**config.mk**
```make
export PLATFORM = sky130hd
export DESIGN_NAME = regbridge_top
export DESIGN_NICKNAME = d
export VERILOG_FILES = /design/src/rtl/regbridge_pkg.sv /design/src/rtl/regbridge_wfifo.sv /design/src/rtl/regbridge_slvseq.sv /design/src/rtl/regbridge_hostif.sv /design/src/rtl/regbridge_top.sv
export SDC_FILE = /design/constraint.sdc
export NUM_CORES = 1
export LEC_CHECK = 0
export ABC_AREA = 1
export BUFFER_PORTS_ARGS = -buffer_cell sky130_fd_sc_hd__buf_2
export CAP_MARGIN = 20
export CORE_MARGIN = 2
export CORE_UTILIZATION = 53
export DETAILED_ROUTE_END_ITERATION = 8
export GPL_TIMING_DRIVEN = 1
export HOLD_SLACK_MARGIN = 0.05
export PLACE_DENSITY = 0.8
export SYNTH_ARGS = -nofsm -noshare
export SYNTH_HDL_FRONTEND = slang
export SYNTH_SLANG_ARGS = --single-unit
```
**constraint.sdc**
```tcl
create_clock -name clk -period 2.9 [get_ports clk]
set_clock_uncertainty 0.1 [all_clocks]
set_input_delay 0.58 -clock clk [delete_from_list [all_inputs] [get_ports clk]]
set_output_delay 0.58 -clock clk [all_outputs]
set_load 0.02 [all_outputs]
```
**src/rtl/regbridge_pkg.sv**
```systemverilog
package regbridge_pkg;
   // Host-visible register byte offsets inside the bridge
   localparam int unsigned OFF_RD_CMD   = 'h28;
   localparam int unsigned OFF_RD_RES   = 'h2C;
   localparam int unsigned OFF_WQ_STAT  = 'h30;
   localparam int unsigned OFF_ERR_FLAG = 'h34;

   // Field positions the host software decodes
   localparam int unsigned BUSY_BIT     = 31;
   localparam int unsigned Q_FULL_BIT   = 11;
   localparam int unsigned Q_EMPTY_BIT  = 10;
   localparam int unsigned ERR_RANGE    = 0;
   localparam int unsigned ERR_OVF      = 1;
   localparam int unsigned ECHO_W       = 15;

   typedef enum logic [1:0] {
      SEQ_IDLE  = 2'd0,
      SEQ_WRITE = 2'd1,
      SEQ_READ  = 2'd2
   } seq_state_e;
endpackage

```
**src/rtl/regbridge_wfifo.sv**
```systemverilog
module regbridge_wfifo #(
   parameter int WIDTH = 33,
   parameter int DEPTH = 8
) (
   input  logic             clk,
   input  logic             rst_n,
   input  logic             push,
   input  logic [WIDTH-1:0] din,
   input  logic             pop,
   output logic [WIDTH-1:0] dout,
   output logic             full,
   output logic             empty
);
   localparam int PW = (DEPTH > 1) ? $clog2(DEPTH) : 1;
   localparam int CW = PW + 1;

   if ((DEPTH < 2) || ((DEPTH & (DEPTH - 1)) != 0)) begin : g_bad_depth
      $error("regbridge_wfifo: DEPTH must be a power of two and at least 2");
   end

   logic [WIDTH-1:0] store [DEPTH];
   logic [PW-1:0]    wptr, rptr;
   logic [CW-1:0]    count;
   logic             do_push, do_pop;

   assign full    = (count == CW'(DEPTH));
   assign empty   = (count == '0);
   assign do_push = push && !full;
   assign do_pop  = pop && !empty;
   assign dout    = store[rptr];

   always_ff @(posedge clk) begin
      if (do_push) store[wptr] <= din;
   end

   always_ff @(posedge clk or negedge rst_n) begin
      if (!rst_n) begin
         wptr  <= '0;
         rptr  <= '0;
         count <= '0;
      end else begin
         if (do_push) wptr <= wptr + 1'b1;
         if (do_pop)  rptr <= rptr + 1'b1;
         case ({do_push, do_pop})
            2'b10:   count <= count + 1'b1;
            2'b01:   count <= count - 1'b1;
            default: count <= count;
         endcase
      end
   end

   // a push offered while full must not change occupancy
   a_r6_full_drops_push: assert property (@(posedge clk) disable iff (!rst_n)
      (push && full && !pop) |=> full);
   // occupancy never exceeds the configured depth
   a_r5_count_bounded: assert property (@(posedge clk) disable iff (!rst_n)
      count <= CW'(DEPTH));
endmodule

```
**src/rtl/regbridge_slvseq.sv**
```systemverilog
module regbridge_slvseq
   import regbridge_pkg::*;
#(
   parameter int SLV_AW = 17,
   parameter int DATA_W = 16
) (
   input  logic              clk,
   input  logic              rst_n,
   input  logic              q_empty,
   input  logic [SLV_AW-1:0] q_addr,
   input  logic [DATA_W-1:0] q_data,
   output logic              q_pop,
   input  logic              rd_busy,
   input  logic [SLV_AW-1:0] rd_addr,
   output logic              rd_done,
   output logic [DATA_W-1:0] rd_value,
   output logic              slv_req,
   output logic              slv_we,
   output logic [SLV_AW-1:0] slv_addr,
   output logic [DATA_W-1:0] slv_wdata,
   input  logic              slv_ack,
   input  logic [DATA_W-1:0] slv_rdata
);
   seq_state_e state;

   // Queued writes take priority over a waiting read, so reads never pass writes
   assign q_pop    = (state == SEQ_IDLE) && !q_empty;
   assign rd_done  = (state == SEQ_READ) && slv_ack;
   assign rd_value = slv_rdata;

   always_ff @(posedge clk or negedge rst_n) begin
      if (!rst_n) begin
         state     <= SEQ_IDLE;
         slv_req   <= 1'b0;
         slv_we    <= 1'b0;
         slv_addr  <= '0;
         slv_wdata <= '0;
      end else begin
         unique case (state)
            SEQ_IDLE: begin
               if (!q_empty) begin
                  state     <= SEQ_WRITE;
                  slv_req   <= 1'b1;
                  slv_we    <= 1'b1;
                  slv_addr  <= q_addr;
                  slv_wdata <= q_data;
               end else if (rd_busy) begin
                  state     <= SEQ_READ;
                  slv_req   <= 1'b1;
                  slv_we    <= 1'b0;
                  slv_addr  <= rd_addr;
                  slv_wdata <= '0;
               end
            end
            SEQ_WRITE, SEQ_READ: begin
               if (slv_ack) begin
                  state   <= SEQ_IDLE;
                  slv_req <= 1'b0;
               end
            end
            default: state <= SEQ_IDLE;
         endcase
      end
   end

   // an unacknowledged request holds its command fields
   a_r4_req_held: assert property (@(posedge clk) disable iff (!rst_n)
      (slv_req && !slv_ack) |=>
         (slv_req && $stable(slv_addr) && $stable(slv_we) && $stable(slv_wdata)));
   // a slave read starts only from an empty write queue
   a_r8_read_after_drain: assert property (@(posedge clk) disable iff (!rst_n)
      ($rose(slv_req) && !slv_we) |-> $past(q_empty));
endmodule

```
**src/rtl/regbridge_hostif.sv**
```systemverilog
module regbridge_hostif
   import regbridge_pkg::*;
#(
   parameter int          HOST_AW   = 20,
   parameter int          SLV_AW    = 17,
   parameter int          DATA_W    = 16,
   parameter int unsigned WIN_BASE  = 'h20000,
   parameter bit          ECHO_WORD = 1'b1
) (
   input  logic               clk,
   input  logic               rst_n,
   input  logic               host_we,
   input  logic [HOST_AW-1:0] host_addr,
   input  logic [31:0]        host_wdata,
   output logic [31:0]        host_rdata,
   input  logic               q_full,
   input  logic               q_empty,
   output logic               q_push,
   output logic [SLV_AW-1:0]  q_addr,
   output logic [DATA_W-1:0]  q_data,
   output logic               rd_busy,
   output logic [SLV_AW-1:0]  rd_addr,
   input  logic               rd_done,
   input  logic [DATA_W-1:0]  rd_value
);
   logic [HOST_AW-1:0] win_off;
   logic               in_win, win_ok;
   logic               reg_we, cmd_hit, cmd_ok, cmd_bad;
   logic               win_hit, win_bad, win_drop, clr_hit;
   logic [DATA_W-1:0]  rd_val;
   logic [ECHO_W-1:0]  echo;
   logic               err_range, err_ovf;

   assign in_win  = (host_addr >= HOST_AW'(WIN_BASE));
   assign win_off = host_addr - HOST_AW'(WIN_BASE);
   assign win_ok  = ((win_off >> SLV_AW) == '0);

   assign reg_we   = host_we && !in_win;
   assign cmd_hit  = reg_we && (host_addr == HOST_AW'(OFF_RD_CMD));
   assign cmd_ok   = cmd_hit && ((host_wdata >> SLV_AW) == 32'd0);
   assign cmd_bad  = cmd_hit && !cmd_ok;
   assign clr_hit  = reg_we && (host_addr == HOST_AW'(OFF_ERR_FLAG));
   assign win_hit  = host_we && in_win;
   assign win_bad  = win_hit && !win_ok;
   assign q_push   = win_hit && win_ok && !q_full;
   assign win_drop = win_hit && win_ok && q_full;
   assign q_addr   = win_off[SLV_AW-1:0];
   assign q_data   = host_wdata[DATA_W-1:0];

   // Echo variant: word-granular offsets drop the two always-zero low bits
   if (ECHO_WORD) begin : g_echo_word
      assign echo = rd_addr[ECHO_W+1:2];
   end else begin : g_echo_flat
      assign echo = rd_addr[ECHO_W-1:0];
   end

   always_ff @(posedge clk or negedge rst_n) begin
      if (!rst_n) begin
         rd_busy <= 1'b0;
         rd_addr <= '0;
         rd_val  <= '0;
      end else begin
         if (rd_done) begin
            rd_busy <= 1'b0;
            rd_val  <= rd_value;
         end else if (cmd_ok && !rd_busy) begin
            rd_busy <= 1'b1;
            rd_addr <= host_wdata[SLV_AW-1:0];
         end
      end
   end

   always_ff @(posedge clk or negedge rst_n) begin
      if (!rst_n) begin
         err_range <= 1'b0;
         err_ovf   <= 1'b0;
      end else begin
         err_range <= (err_range && !(clr_hit && host_wdata[ERR_RANGE]))
                      || cmd_bad || win_bad;
         err_ovf   <= (err_ovf && !(clr_hit && host_wdata[ERR_OVF])) || win_drop;
      end
   end

   always_comb begin
      host_rdata = '0;
      if (!in_win) begin
         if (host_addr == HOST_AW'(OFF_RD_RES)) begin
            host_rdata = {rd_busy, echo, rd_val};
         end else if (host_addr == HOST_AW'(OFF_WQ_STAT)) begin
            host_rdata[Q_FULL_BIT]  = q_full;
            host_rdata[Q_EMPTY_BIT] = q_empty;
         end else if (host_addr == HOST_AW'(OFF_ERR_FLAG)) begin
            host_rdata[ERR_RANGE] = err_range;
            host_rdata[ERR_OVF]   = err_ovf;
         end
      end
   end

   // an accepted command raises busy on the next cycle
   a_r2_cmd_sets_busy: assert property (@(posedge clk) disable iff (!rst_n)
      (cmd_ok && !rd_busy) |=> rd_busy);
   // completion always drops busy
   a_r3_done_clears_busy: assert property (@(posedge clk) disable iff (!rst_n)
      rd_done |=> !rd_busy);
   // a command during busy leaves the latched offset alone
   a_r9_cmd_ignored_busy: assert property (@(posedge clk) disable iff (!rst_n)
      (rd_busy && cmd_hit) |=> $stable(rd_addr));
   // a refused offset raises the range flag
   a_r7_range_flag: assert property (@(posedge clk) disable iff (!rst_n)
      (cmd_bad || win_bad) |=> err_range);
   // a dropped write raises the overflow flag
   a_r6_ovf_flag: assert property (@(posedge clk) disable iff (!rst_n)
      win_drop |=> err_ovf);
endmodule

```
**src/rtl/regbridge_top.sv**
```systemverilog
module regbridge_top
   import regbridge_pkg::*;
#(
   parameter int          HOST_AW    = 20,
   parameter int          SLV_AW     = 17,
   parameter int          DATA_W     = 16,
   parameter int          FIFO_DEPTH = 8,
   parameter int unsigned WIN_BASE   = 'h20000,
   parameter bit          ECHO_WORD  = 1'b1
) (
   input  logic               clk,
   input  logic               rst_n,
   input  logic               host_we,
   input  logic [HOST_AW-1:0] host_addr,
   input  logic [31:0]        host_wdata,
   output logic [31:0]        host_rdata,
   output logic               slv_req,
   output logic               slv_we,
   output logic [SLV_AW-1:0]  slv_addr,
   output logic [DATA_W-1:0]  slv_wdata,
   input  logic               slv_ack,
   input  logic [DATA_W-1:0]  slv_rdata
);
   localparam int QW = SLV_AW + DATA_W;

   if (DATA_W != 16) begin : g_bad_data
      $error("regbridge_top: read-result layout needs DATA_W == 16");
   end
   if ((ECHO_WORD && SLV_AW < ECHO_W + 2) || (!ECHO_WORD && SLV_AW < ECHO_W)) begin : g_bad_echo
      $error("regbridge_top: SLV_AW too narrow for the selected echo variant");
   end
   if (SLV_AW > 30 || WIN_BASE < 'h40 ||
       (longint'(WIN_BASE) + (longint'(1) << SLV_AW)) > (longint'(1) << HOST_AW)) begin : g_bad_map
      $error("regbridge_top: slave window does not fit the host address map");
   end

   logic              q_push, q_pop, q_full, q_empty;
   logic [SLV_AW-1:0] q_in_addr;
   logic [DATA_W-1:0] q_in_data;
   logic [QW-1:0]     q_head;
   logic              rd_busy, rd_done;
   logic [SLV_AW-1:0] rd_addr;
   logic [DATA_W-1:0] rd_value;

   regbridge_hostif #(
      .HOST_AW(HOST_AW), .SLV_AW(SLV_AW), .DATA_W(DATA_W),
      .WIN_BASE(WIN_BASE), .ECHO_WORD(ECHO_WORD)
   ) u_hostif (
      .clk, .rst_n, .host_we, .host_addr, .host_wdata, .host_rdata,
      .q_full, .q_empty, .q_push, .q_addr(q_in_addr), .q_data(q_in_data),
      .rd_busy, .rd_addr, .rd_done, .rd_value
   );

   regbridge_wfifo #(.WIDTH(QW), .DEPTH(FIFO_DEPTH)) u_wfifo (
      .clk, .rst_n,
      .push(q_push), .din({q_in_addr, q_in_data}),
      .pop(q_pop), .dout(q_head),
      .full(q_full), .empty(q_empty)
   );

   regbridge_slvseq #(.SLV_AW(SLV_AW), .DATA_W(DATA_W)) u_slvseq (
      .clk, .rst_n,
      .q_empty, .q_addr(q_head[QW-1:DATA_W]), .q_data(q_head[DATA_W-1:0]),
      .q_pop, .rd_busy, .rd_addr, .rd_done, .rd_value,
      .slv_req, .slv_we, .slv_addr, .slv_wdata, .slv_ack, .slv_rdata
   );

   // no slave traffic is requested while in reset
   a_r1_idle_in_reset: assert property (@(posedge clk) !rst_n |-> !slv_req);
endmodule

```
==> qor.yml, run 1 <==
global_routing:
  grt_start_max_net_pins: 101
  grt_overflow: 0
  grt_first_pass_wirelength_um: 58550
  grt_antenna_before_repair: 0
  total_track_usage: 0.2659
  first_global_vias: 10613
clock_tree:
  clock_tree_sinks: 347
  clock_tree_from_tritoncts: "built"
  post_cts.repair.setup_buffers: 0
  clkLatencyLatePin_ns: 0.52
  clockBufferDepth: 3
  htree_levels: 2
  clock_tree.root_cell: "clkbuf_16"
  cts_made_buffers: 35
  worst_setup_hold_path_clk_slew_ns: 0.06
logic_synthesis:
  synthDominantCellAreaShare: 0.5469
  ys.flop_type: "edfxtp_1"
  synth-edff-count: 264
  synthTopCellsByCount: "nand2_1 (267), edfxtp_1 (264), nor2_1 (232), nand3_1 (145), o21ai_0 (108)"
  share_of_flip_flops_with_an_asynchronous_set_or_reset: 0.2392
  post_synth.cell_area_avg_um2: 10.89
  yosysUniqueCellTypes: 33
  yosysMostFrequentCell: "nand2_1"
  synth.yosys.warnings: 0
  synth-seq-cells: 347
  post_synthesis_instance_area_um2: 14500
  synthDominantAreaCellType: "edfxtp_1"
  post_synth_inst_count: 1331
  synth_seq_area_share: 0.6902
  yosys-top-cells-area: "edfxtp_1 (55%), dfrtp_1 (14%), nand2_1 (6.9%), nor2_1 (6.0%), nand3_1 (5.0%)"
  mappedNetlistNets: 1410
drt:
  drt_iter0_markers: 1344
  routed-via-count: 10780
  drt_pass1_iterations: 5
  routed_wl_um: 37590
  post_route_drc_violation_count: 0
  wire_per_inst_um: 20.47
  postRouteAntennaNets: 0
  post_drt_via_cell_ratio: 5.871
cells_and_area:
  n_antenna_cell: 0
  layout.nets: 1548
  area_delta_synth_final_pct: 17.30
  fill_cells: 2002
  layout-drive-gt1-share: 0.1746
pwr:
  total_leakage_power_nw: 6.719
  power_total_mw: 16.31
  max-vdd-ir-drop_mv: 0.6049
  power.density_nw_per_um2: 959.2
timing:
  final.min_clock_period_ns: 2.742
  final_min_period_over_clock_period: 0.9456
  final-setup-viol-count: 0
  slew_headroom: 0.4924
  setup_tns_ns: 0
  worst-slew-pin-transition_ns: 0.7567
  grt_setup_unrepaired: "no"
  setup_slack_ns: 0.1577
  timing.fmax_ghz: 0.3647
  report.final.hold_viol_count: 0
  number_of_pins_with_negative_max_slew_slack_in_the_final_report: 0
die:
  floorplan.die.height_um: 169.4
  row_count: 60
  placeableCoreArea_um2: 26880
  floorplan.die.width_um: 169.4
  design.die.area_um2: 28690
  start_util: 0.5393
  io_pins: 139
critical_path:
  crit_path_top_delay_cell: "buf_4"
  end_kind: "output port"
  cp_max_fo: 27
  cp_data_required_time_ns: 2.22
  critPathArrivalTime_ns: 2.06
  timing_worst_setup_path_type: "in -> out"
  worst-path-buf-inv: 3
  critical_path.top_delay_family: "simple AND/OR/NAND/NOR gates"
  startpoint_type: "input port"
  critical-path-max-stage-delay_ns: 0.25
  cp_cell_sequence: "buf_2 -> nor2_2 -> nand2_1 -> nor2_1 -> nand2_1 -> nor2_2 -> nand3_1 -> buf_4 -> o21ai_0 -> buf_2"
place:
  detailedPlace.worstSlack_ns: 0.2013
  buffer_ports.inserted: 138
  place_congestion: 0.9112
  detailedPlacementHpwl_um: 22870
job:
  max-cap-violations: 0
outcome:
  status: "finished clean"
min_path:
  timing.hold.worst.class: "in -> reg"
## flip-flops by register name, summed over array words and instances, names as in the netlist, 2 cells and up
register and count:
u_wfifo.store 264, u_hostif.rd_addr 17, u_slvseq.slv_addr 17, u_hostif.rd_val 16, u_slvseq.slv_wdata 16, u_wfifo.count 4, u_wfifo.rptr 3, u_wfifo.wptr 3
u_slvseq.state 2
## power by group
| part | switching [mW] | total, mW | internal [mW] |
|---|---|---|---|
| clock | 1.84 | 4.50 | 2.65 |
| combinational | 3.81 | 5.48 | 1.67 |
| sequential | 0.429 | 6.33 | 5.90 |
| total | 6.08 | 16.3 | 10.2 |
## area by class of cell
| cell class | instances | area [um2] | area share |
|---|---|---|---|
| Sequential cell | 347 | 10010 | 0.5887 |
| Multi-Input combinational cell | 861 | 4006 | 0.2356 |
| Timing Repair Buffer | 175 | 1211 | 0.07123 |
| Clock buffer | 56 | 1077 | 0.06336 |
| Tap cell | 341 | 426.7 | 0.02509 |
| Inverter | 49 | 186.4 | 0.01096 |
| Clock inverter | 7 | 85.08 | 0.005004 |
## path summary, 6_finish.rpt
path / from / slack, ns / cells past startpoint / endpoint
worst max-delay path: host_addr[13] / 0.16 / 10 / host_rdata[1]
worst min-delay path: slv_rdata[6] / 0.17 / 3 / u_hostif.rd_val[6]
worst max register to register: u_slvseq.state[0] / 0.45 / 8 / u_hostif.rd_addr[4]
worst min register to register: u_slvseq.slv_we / 0.37 / 2 / u_slvseq.slv_we
max in group asynchronous: rst_n / 1.52 / 3 / u_slvseq.slv_addr[0]
min in group asynchronous: rst_n / 0.53 / 2 / u_slvseq.slv_addr[9]
## tightest hold or removal path: cells and delay by family
| family | cells | cell delay [ns] |
|---|---|---|
| buf+inv | 1 | 0.07 |
| simple gates | 2 | 0.08 |
## what timing repair did
action | in CTS | in global routing
hold buffers | 1 | 0
endpoints found under the hold margin | 40 | 0
endpoints found under the setup margin | 0 | 1
resized for setup | 0 | 1
## layout by cell type (no fill, tap or decap), drive strengths merged
master	instances
clkbuf	56
o22ai	1
nand3	148
o211ai	32
ha	7
dfrtp	83
xor2	6
edfxtp	264
bufinv	1
nor3	1
nand4	9
buf	174
nand2	269
inv	49
or2	1
xnor2	1
a21oi	21
clkinv	6
dlygate4sd3	1
nor2	244
o21ai	121
## stage by stage
stage	utilization	hold WS (ns)	cell area, um2	std cells
after floorplan	-	0.1844	14510	1331
after global placement	0.5888	0.3564	15830	1772
after detailed placement	0.5888	0.3591	15830	1772
after CTS	0.6324	0.1595	17000	1836
after global routing	0.6326	0.1715	17000	1836
final	0.6326	0.1673	17000	1836
## logic make-up after synthesis
family                   share of synthesized area
XOR/XNOR                                  0.004230
AND/OR/NAND/NOR                             0.1953
adder cells (fa/ha/maj)                   0.006042
AO/OA/AOI/OAI                              0.06629
buffers and inverters                      0.03789
flip-flops                                  0.6902
## metal layers
metal | GRT usage | vias to the layer above | part of all wire
met5 | 0 | - | 0
met4 | 0.1033 | 0 | 0.030
met3 | 0.04198 | 83 | 0.091
met2 | 0.4337 | 653 | 0.48
met1 | 0.3630 | 5191 | 0.40
li1 | - | 4853 | -
Note: power is estimated with default switching activity, not from simulation.
==> run 2: changes to the inputs <==
--- a/config.mk
+++ b/config.mk
@@ -8,7 +8,7 @@
 export ABC_AREA = 1
 export BUFFER_PORTS_ARGS = -buffer_cell sky130_fd_sc_hd__buf_2
 export CAP_MARGIN = 20
-export CORE_MARGIN = 2
+export CORE_MARGIN = 1
 export CORE_UTILIZATION = 53
 export DETAILED_ROUTE_END_ITERATION = 8
 export GPL_TIMING_DRIVEN = 1
==> run 2 against run 1 <==
Against the previous run:
- utilization fell by 0.098 points
- sequential power barely moved
- final area fell by 0.15%
- register-to-register slack got worse by 0.04 ns
- sequential share of layout area rose by 0.091 points
- fmax fell by 2.1%
- routed wire length rose by 0.79%
- first-iteration DRC count rose by 4.8%
- clock-buffer cell count fell by 4
- die area fell by 2.3%
- total power fell by 1.6%
- sequential cell count did not move
- highest routed layer unchanged
==> qor.yml, run 2 (same netlist as run 1, synthesis figures left out) <==
pwr:
  max-vdd-ir-drop_mv: 0.5380  # -11%
  power_total_mw: 16.04  # -1.6%
  power.density_nw_per_um2: 945.1  # -1.5%
  total_leakage_power_nw: 6.719  # about the same
timing:
  final-setup-viol-count: 0  # unchanged
  timing.fmax_ghz: 0.3570  # -2.1%
  number_of_pins_with_negative_max_slew_slack_in_the_final_report: 0  # unchanged
  final.min_clock_period_ns: 2.801  # +0.05885 ns
  slew_headroom: 0.5059  # +0.01352
  report.final.hold_viol_count: 0  # unchanged
  final_min_period_over_clock_period: 0.9659  # +0.02029
  worst-slew-pin-transition_ns: 0.7365  # -0.02015 ns
  grt_setup_unrepaired: "no"
drt:
  met2_length_um: 18040  # -0.59%
  met1Wirelength_um: 14950  # +0.41%
  post_drt_via_cell_ratio: 5.873  # about the same
  drt_pass1_iterations: 5  # unchanged
  routed-via-count: 10859  # +0.73%
  routed_wl_um: 37880  # +0.79%
  routed.top_layer: "met4"
  wire_per_inst_um: 20.49  # about the same
  routed_wire_length_on_met3_um: 3340  # -2.4%
  postRouteAntennaNets: 0  # unchanged
  drt_iter0_markers: 1408  # +4.8%
  post_route_drc_violation_count: 0  # unchanged
global_routing:
  first_global_vias: 10579  # -0.32%
  grt_overflow: 0  # unchanged
  grt_start_max_net_pins: 76  # -25%
  grt_first_pass_wirelength_um: 58680  # +0.22%
  grt_antenna_before_repair: 1  # +1
  total_track_usage: 0.2746  # +0.008661
clock_tree:
  clockBufferDepth: 3  # unchanged
  cts_made_buffers: 35  # unchanged
  clkLatencyLatePin_ns: 0.53  # about the same
  clock_tree_sinks: 347  # unchanged
  htree_levels: 2  # unchanged
  post_cts.repair.setup_buffers: 0  # unchanged
  worst_setup_hold_path_clk_slew_ns: 0.06  # about the same
  clock_tree_from_tritoncts: "built"
  clock_tree.root_cell: "clkbuf_16"
cells_and_area:
  layout-drive-gt1-share: 0.1778  # +0.003255
  layout.cells.most_common_list: "nand2_1 (267), edfxtp_1 (264), nor2_1 (224)"
  largest_registers: "u_wfifo.store x264, u_hostif.rd_addr x17, u_slvseq.slv_addr x17"
  largest-register: "u_wfifo.store"
  final_common_cell: "nand2_1"
  largest_register_ffs: 264  # unchanged
  layout.nets: 1559  # +0.71%
  area_delta_synth_final_pct: 17.12
  final_cell_area_um2: 16980  # -0.15%
critical_path:
  cp_data_required_time_ns: 2.22  # about the same
  end_kind: "output port"
  timing_worst_setup_path_type: "in -> out"
  cp_max_fo: 6  # -78%
  startpoint_type: "input port"
  critPathArrivalTime_ns: 2.12  # +0.06 ns
die:
  floorplan.die.height_um: 167.4  # -1.2%
  start_util: 0.5393  # unchanged
  placeableCoreArea_um2: 26880  # unchanged
  floorplan.die.width_um: 167.4  # -1.2%
  row_count: 60  # unchanged
  io_pins: 139  # unchanged
  design.die.area_um2: 28010  # -2.3%
min_path:
  timing.hold.worst.class: "in -> reg"
place:
  detailedPlacementHpwl_um: 23680  # +3.5%
  place_congestion: 0.8533  # -6.4%
  detailed_place.area_um2: 15870  # +0.28%
  buffer_ports.inserted: 138  # unchanged
outcome:
  status: "finished clean"
job:
  max-cap-violations: 0  # unchanged
[run 2: cell count changes in the layout (fill, tap and decap cells not counted)]
cell,previous run,this run
clkbuf_16,37,36
buf_12,19,16
clkinv_1,2,8
clkbuf_8,8,5
inv_6,1,2
nand3_4,1,2
bufinv_16,1,0
diode_2,0,1
nand3_1,145,144
clkinv_8,2,1
buf_4,18,32
nor2_2,6,7
nor2_4,13,12
[run 2: worst paths after layout]
path | slack, ns | end | from | cells past startpoint
worst max-delay path | 0.1 | host_rdata[0] | host_addr[9] | 10
worst min-delay path | 0.16 | u_hostif.rd_val[14] | slv_rdata[14] | 3
worst max register to register | 0.41 | u_hostif.rd_addr[14] | u_slvseq.state[0] | 8
worst min register to register | 0.37 | u_slvseq.slv_we | u_slvseq.slv_we | 2
max in group asynchronous | 1.53 | u_wfifo.rptr[0] | rst_n | 3
min in group asynchronous | 0.50 | u_slvseq.slv_addr[10] | rst_n | 2
[run 2: power breakdown]
group          switching, mW  internal [mW]  leakage (nW)  total (mW)
clock                   1.82           2.43         0.527        4.25
sequential             0.403           5.90          3.41        6.31
combinational           3.83           1.66          2.79        5.49
total                   6.06           9.98          6.72        16.0
[run 2: routing by layer]
layer / track usage / up-vias
met3: 0.04869 / 93
met4: 0.1272 / 0
met2: 0.4446 / 648
met5: 0 / -
met1: 0.3635 / 5243
li1: - / 4875
[run 2: final cells by class]
class | count | area [um2]
diodes | 1 | 2.502
inverters | 49 | 186.4
fillers | 2003 | 9899
multi-input cells | 861 | 4014
flip-flops and latches | 347 | 10010
repair buffers | 186 | 1256
clock buffers | 52 | 1011
clock inverters | 12 | 70.07
well taps | 341 | 426.7
[run 2: worst max-delay path, stage by stage]
cell,delay [ns]
buf_2,0.11
nor2_2,0.18
inv_1,0.07
nor2_1,0.13
nand2_1,0.14
nor2_2,0.22
nand3_4,0.16
buf_4,0.19
o21ai_0,0.15
buf_2,0.19
[run 2: what timing repair did]
| action | 4_1_cts | 5_1_grt |
|---|---|---|
| endpoints found under the hold margin | 35 | 0 |
| hold buffers | 1 | 0 |
| endpoints found under the setup margin | 15 | 2 |
| gates resized for setup | 1 | 1 |
| pin swaps | 0 | 0 |
[run 2: per-stage QoR]
step,worst slack (ns),utilization,setup TNS (ns),hold WS [ns],cells
after global routing,0.02539,0.6316,0,0.1587,1848
after floorplan,-0.3552,-,-46.88,0.1844,1331
final,0.09886,0.6317,0,0.1641,1849
after CTS,0.09333,0.6313,0,0.1441,1848
after global placement,0.04921,0.5905,0,0.3583,1783
after detailed placement,-0.06179,0.5905,-1.052,0.3590,1783
==> run 3: changes to the inputs <==
--- a/config.mk
+++ b/config.mk
@@ -5,7 +5,6 @@
 export SDC_FILE = /design/constraint.sdc
 export NUM_CORES = 1
 export LEC_CHECK = 0
-export ABC_AREA = 1
 export BUFFER_PORTS_ARGS = -buffer_cell sky130_fd_sc_hd__buf_2
 export CAP_MARGIN = 20
 export CORE_MARGIN = 1
@@ -13,7 +12,7 @@
 export DETAILED_ROUTE_END_ITERATION = 8
 export GPL_TIMING_DRIVEN = 1
 export HOLD_SLACK_MARGIN = 0.05
-export PLACE_DENSITY = 0.8
+export PLACE_DENSITY = 0.81
 export SYNTH_ARGS = -nofsm -noshare
 export SYNTH_HDL_FRONTEND = slang
 export SYNTH_SLANG_ARGS = --single-unit
==> run 3 against run 2 <==
Against the previous run:
- combinational power down 22%
- setup slack got worse by 0.074 ns
- via count decreased by 25%
==> qor.yml, run 3 <==
global_routing:
  grt_antenna_before_repair: 3  # +2
  grt_overflow: 0  # unchanged
  first_global_vias: 8270  # -22%
  grt_start_max_net_pins: 48  # -37%
  total_track_usage: 0.2419  # -0.03268
  grt_first_pass_wirelength_um: 47290  # -19%
pwr:
  total_leakage_power_nw: 6.408  # -4.6%
  power_frac_comb: 0.288  # -0.054
  cell_internal_power_dissipation_mw: 10.17  # +1.9%
  power.density_nw_per_um2: 877.7  # -7.1%
  p_sw_frac: 0.3133  # -0.06439
  power_total_mw: 14.81  # -7.7%
  share_seq_of_total_power: 0.414  # +0.021
  clockPowerShare: 0.298  # +0.033
  max-vdd-ir-drop_mv: 0.6806  # +27%
  switching_power_mw: 4.641  # -23%
cells_and_area:
  final_common_cell: "edfxtp_1"
  largest_register_ffs: 264  # unchanged
  layout.cells.most_common_list: "edfxtp_1 (264), buf_2 (107), mux2i_1 (84)"
  area_delta_synth_final_pct: 22.06
  largest-register: "u_wfifo.store"
  fill_cells: 1655  # -17%
  finalNonFillerCells: 1373  # -26%
  largest_registers: "u_wfifo.store x264, u_hostif.rd_addr x17, u_slvseq.slv_addr x17"
  layout.nets: 1095  # -30%
  layout-drive-gt1-share: 0.3407  # +0.1629
place:
  place_congestion: 0.7721  # -9.5%
  placed_cells: 1301  # -27%
  detailedPlacementHpwl_um: 18550  # -22%
  buffer_ports.inserted: 138  # unchanged
  detailedPlace.worstSlack_ns: -0.1635  # -0.1017 ns
die:
  start_util: 0.5444  # +0.005095
  design.die.area_um2: 26740  # -4.5%
  io_pins: 139  # unchanged
  row_count: 58  # -3.3%
  placeableCoreArea_um2: 25400  # -5.5%
  floorplan.die.height_um: 163.5  # -2.3%
  floorplan.die.width_um: 163.5  # -2.3%
timing:
  number_of_pins_with_negative_max_slew_slack_in_the_final_report: 0  # unchanged
  finalHoldWorstSlack_ns: 0.1668  # +0.002725 ns
  final-setup-viol-count: 0  # unchanged
  worst-slew-pin-transition_ns: 0.7159  # -0.02064 ns
  final_min_period_over_clock_period: 0.9914  # +0.02552
  report.final.hold_viol_count: 0  # unchanged
  timing.fmax_ghz: 0.3478  # -2.6%
  setup_slack_ns: 0.02484  # -0.07402 ns
  final.min_clock_period_ns: 2.875  # +0.07402 ns
  grt_setup_unrepaired: "yes"
  setup_tns_ns: 0  # unchanged
  slew_headroom: 0.5227  # +0.01680
logic_synthesis:
  ys.flop_type: "edfxtp_1"
  yosys-top-cells-area: "edfxtp_1 (57%), dfrtp_1 (15%), mux2i_1 (6.1%), mux4_2 (5.2%), mux2_2 (2.9%)"
  synth.yosys.warnings: 0  # unchanged
  synthDominantAreaCellType: "edfxtp_1"
  synthTopCellsByCount: "edfxtp_1 (264), mux2i_1 (84), dfrtp_1 (83), nand2_1 (47), a21oi_1 (36)"
  post_synthesis_instance_area_um2: 13830  # -4.6%
  yosysMostFrequentCell: "edfxtp_1"
  synth-edff-count: 264  # unchanged
  share_of_flip_flops_with_an_asynchronous_set_or_reset: 0.2392  # unchanged
  synth-seq-cells: 347  # unchanged
  yosysUniqueCellTypes: 45  # +36%
  synthDominantCellAreaShare: 0.5733  # +0.02638
  synth_seq_area_share: 0.7235  # +0.03329
  post_synth_inst_count: 821  # -38%
  mappedNetlistNets: 900  # -36%
  post_synth.cell_area_avg_um2: 16.84  # +55%
job:
  max-cap-violations: 0  # unchanged
outcome:
  status: "finished clean"
critical_path:
  startpoint_type: "input port"
  end_kind: "output port"
  cp_data_required_time_ns: 2.22  # about the same
  crit_start: "host_addr[15]"
  r2r_start: "u_wfifo.count[3]"
  cp_max_fo: 8  # +2
  timing_worst_setup_path_type: "in -> out"
  critPathArrivalTime_ns: 2.20  # +0.08 ns
clock_tree:
  worst_setup_hold_path_clk_slew_ns: 0.06  # about the same
  cts_made_buffers: 35  # unchanged
  clock_tree_from_tritoncts: "built"
  clock_tree_sinks: 347  # unchanged
  htree_levels: 2  # unchanged
  clkLatencyLatePin_ns: 0.51  # -0.02 ns
  clock_tree.root_cell: "clkbuf_16"
  clockBufferDepth: 3  # unchanged
min_path:
  hp-start: "host_addr[15]"
  timing.hold.worst.class: "in -> reg"
drt:
  post_drt_via_cell_ratio: 5.911  # +0.65%
  post_route_drc_violation_count: 0  # unchanged
  postRouteAntennaNets: 0  # unchanged
  drt_pass1_iterations: 6  # +1
  drt_iter0_markers: 796  # -43%
  routed_wl_um: 32120  # -15%
  routed-via-count: 8116  # -25%
  wire_per_inst_um: 23.39  # +14%
## run 3: cell types whose count changed in the layout (fill, tap and decap cells not counted), sizes merged, moves of 14 or more
cell and change:
a21oi +15, mux2i +84, nand2 -222, o21ai -102, a32oi +17, mux4 +32, buf +14, mux2 +35
nor2 -214, a22oi +21, nand3 -145, o211ai -32, inv -45, and2 +29
## run 3: path summary, 6_finish.rpt
kind | to | slack, ns | cells after the start
setup / recovery | host_rdata[19] | 0.02 | 9
hold / removal | u_wfifo.store[4][31] | 0.17 | 1
setup reg to reg | u_wfifo.count[2] | 0.20 | 10
hold reg to reg | u_slvseq.slv_wdata[5] | 0.37 | 2
max in group asynchronous | u_wfifo.count[1] | 1.44 | 3
min in group asynchronous | u_slvseq.slv_wdata[13] | 0.54 | 2
## run 3: kinds of logic (layout without fill, tap and decap cells)
kind of cell,after synthesis,count (layout),synth area share
buffers and inverters,49,270,0.01601
other,0,1,0
xor gates and xnor gates,9,9,0.005701
and+or+nand+nor,155,155,0.05936
muxes,151,151,0.1414
adders and majority gates,7,7,0.006333
DFF,347,347,0.7235
AOI/OAI and AO/OA,103,103,0.04768
## run 3: per-layer routing
layer / track usage / share of wire
met4: 0.09975 / 0.034
met2: 0.4047 / 0.51
met3: 0.05028 / 0.068
met1: 0.3082 / 0.39
met5: 0 / 0.00034
## run 3: through the flow
stage | area (um2) | util
after floorplan | 13860 | -
after global placement | 15420 | 0.6071
after detailed placement | 15420 | 0.6071
after CTS | 16620 | 0.6542
after global routing | 16880 | 0.6644
final | 16880 | 0.6645
## run 3: worst max-delay path, cell delays in order
cell,delay (ns)
buf_12,0.11
nor4_4,0.35
nand3_1,0.13
buf_6,0.15
nor4_4,0.23
buf_4,0.20
buf_12,0.15
and2_4,0.16
buf_6,0.11
## run 3: power groups by stage
stage,Sequential [mW],Combinational (mW),Clock [mW]
global placement,6.20,4.14,0
detailed placement,6.21,4.24,0
global route,6.19,4.63,4.65
CTS,6.13,4.28,4.45
floorplan,6.38,2.73,0
finish,6.13,4.27,4.42
## run 3: area by class of cell
cell class	instances	area [um2]	share of cell area
Clock buffer	50	994.7	0.05893
Tap cell	330	412.9	0.02446
Clock inverter	13	127.6	0.007561
Multi-Input combinational cell	425	3769	0.2233
Sequential cell	347	10010	0.5930
Timing Repair Buffer	202	1544	0.09148
Antenna cell	1	2.502	0.0001483
Inverter	5	20.02	0.001186
## run 3: timing repair
item | in CTS | in global routing
hold buffers | 1 | 0
gates cloned | 1 | 2
gates resized for setup | 4 | 75
pin swaps | 0 | 8
buffers inserted | 1 | 3
setup endpoints to repair | 32 | 28
hold endpoints to repair | 42 | 0
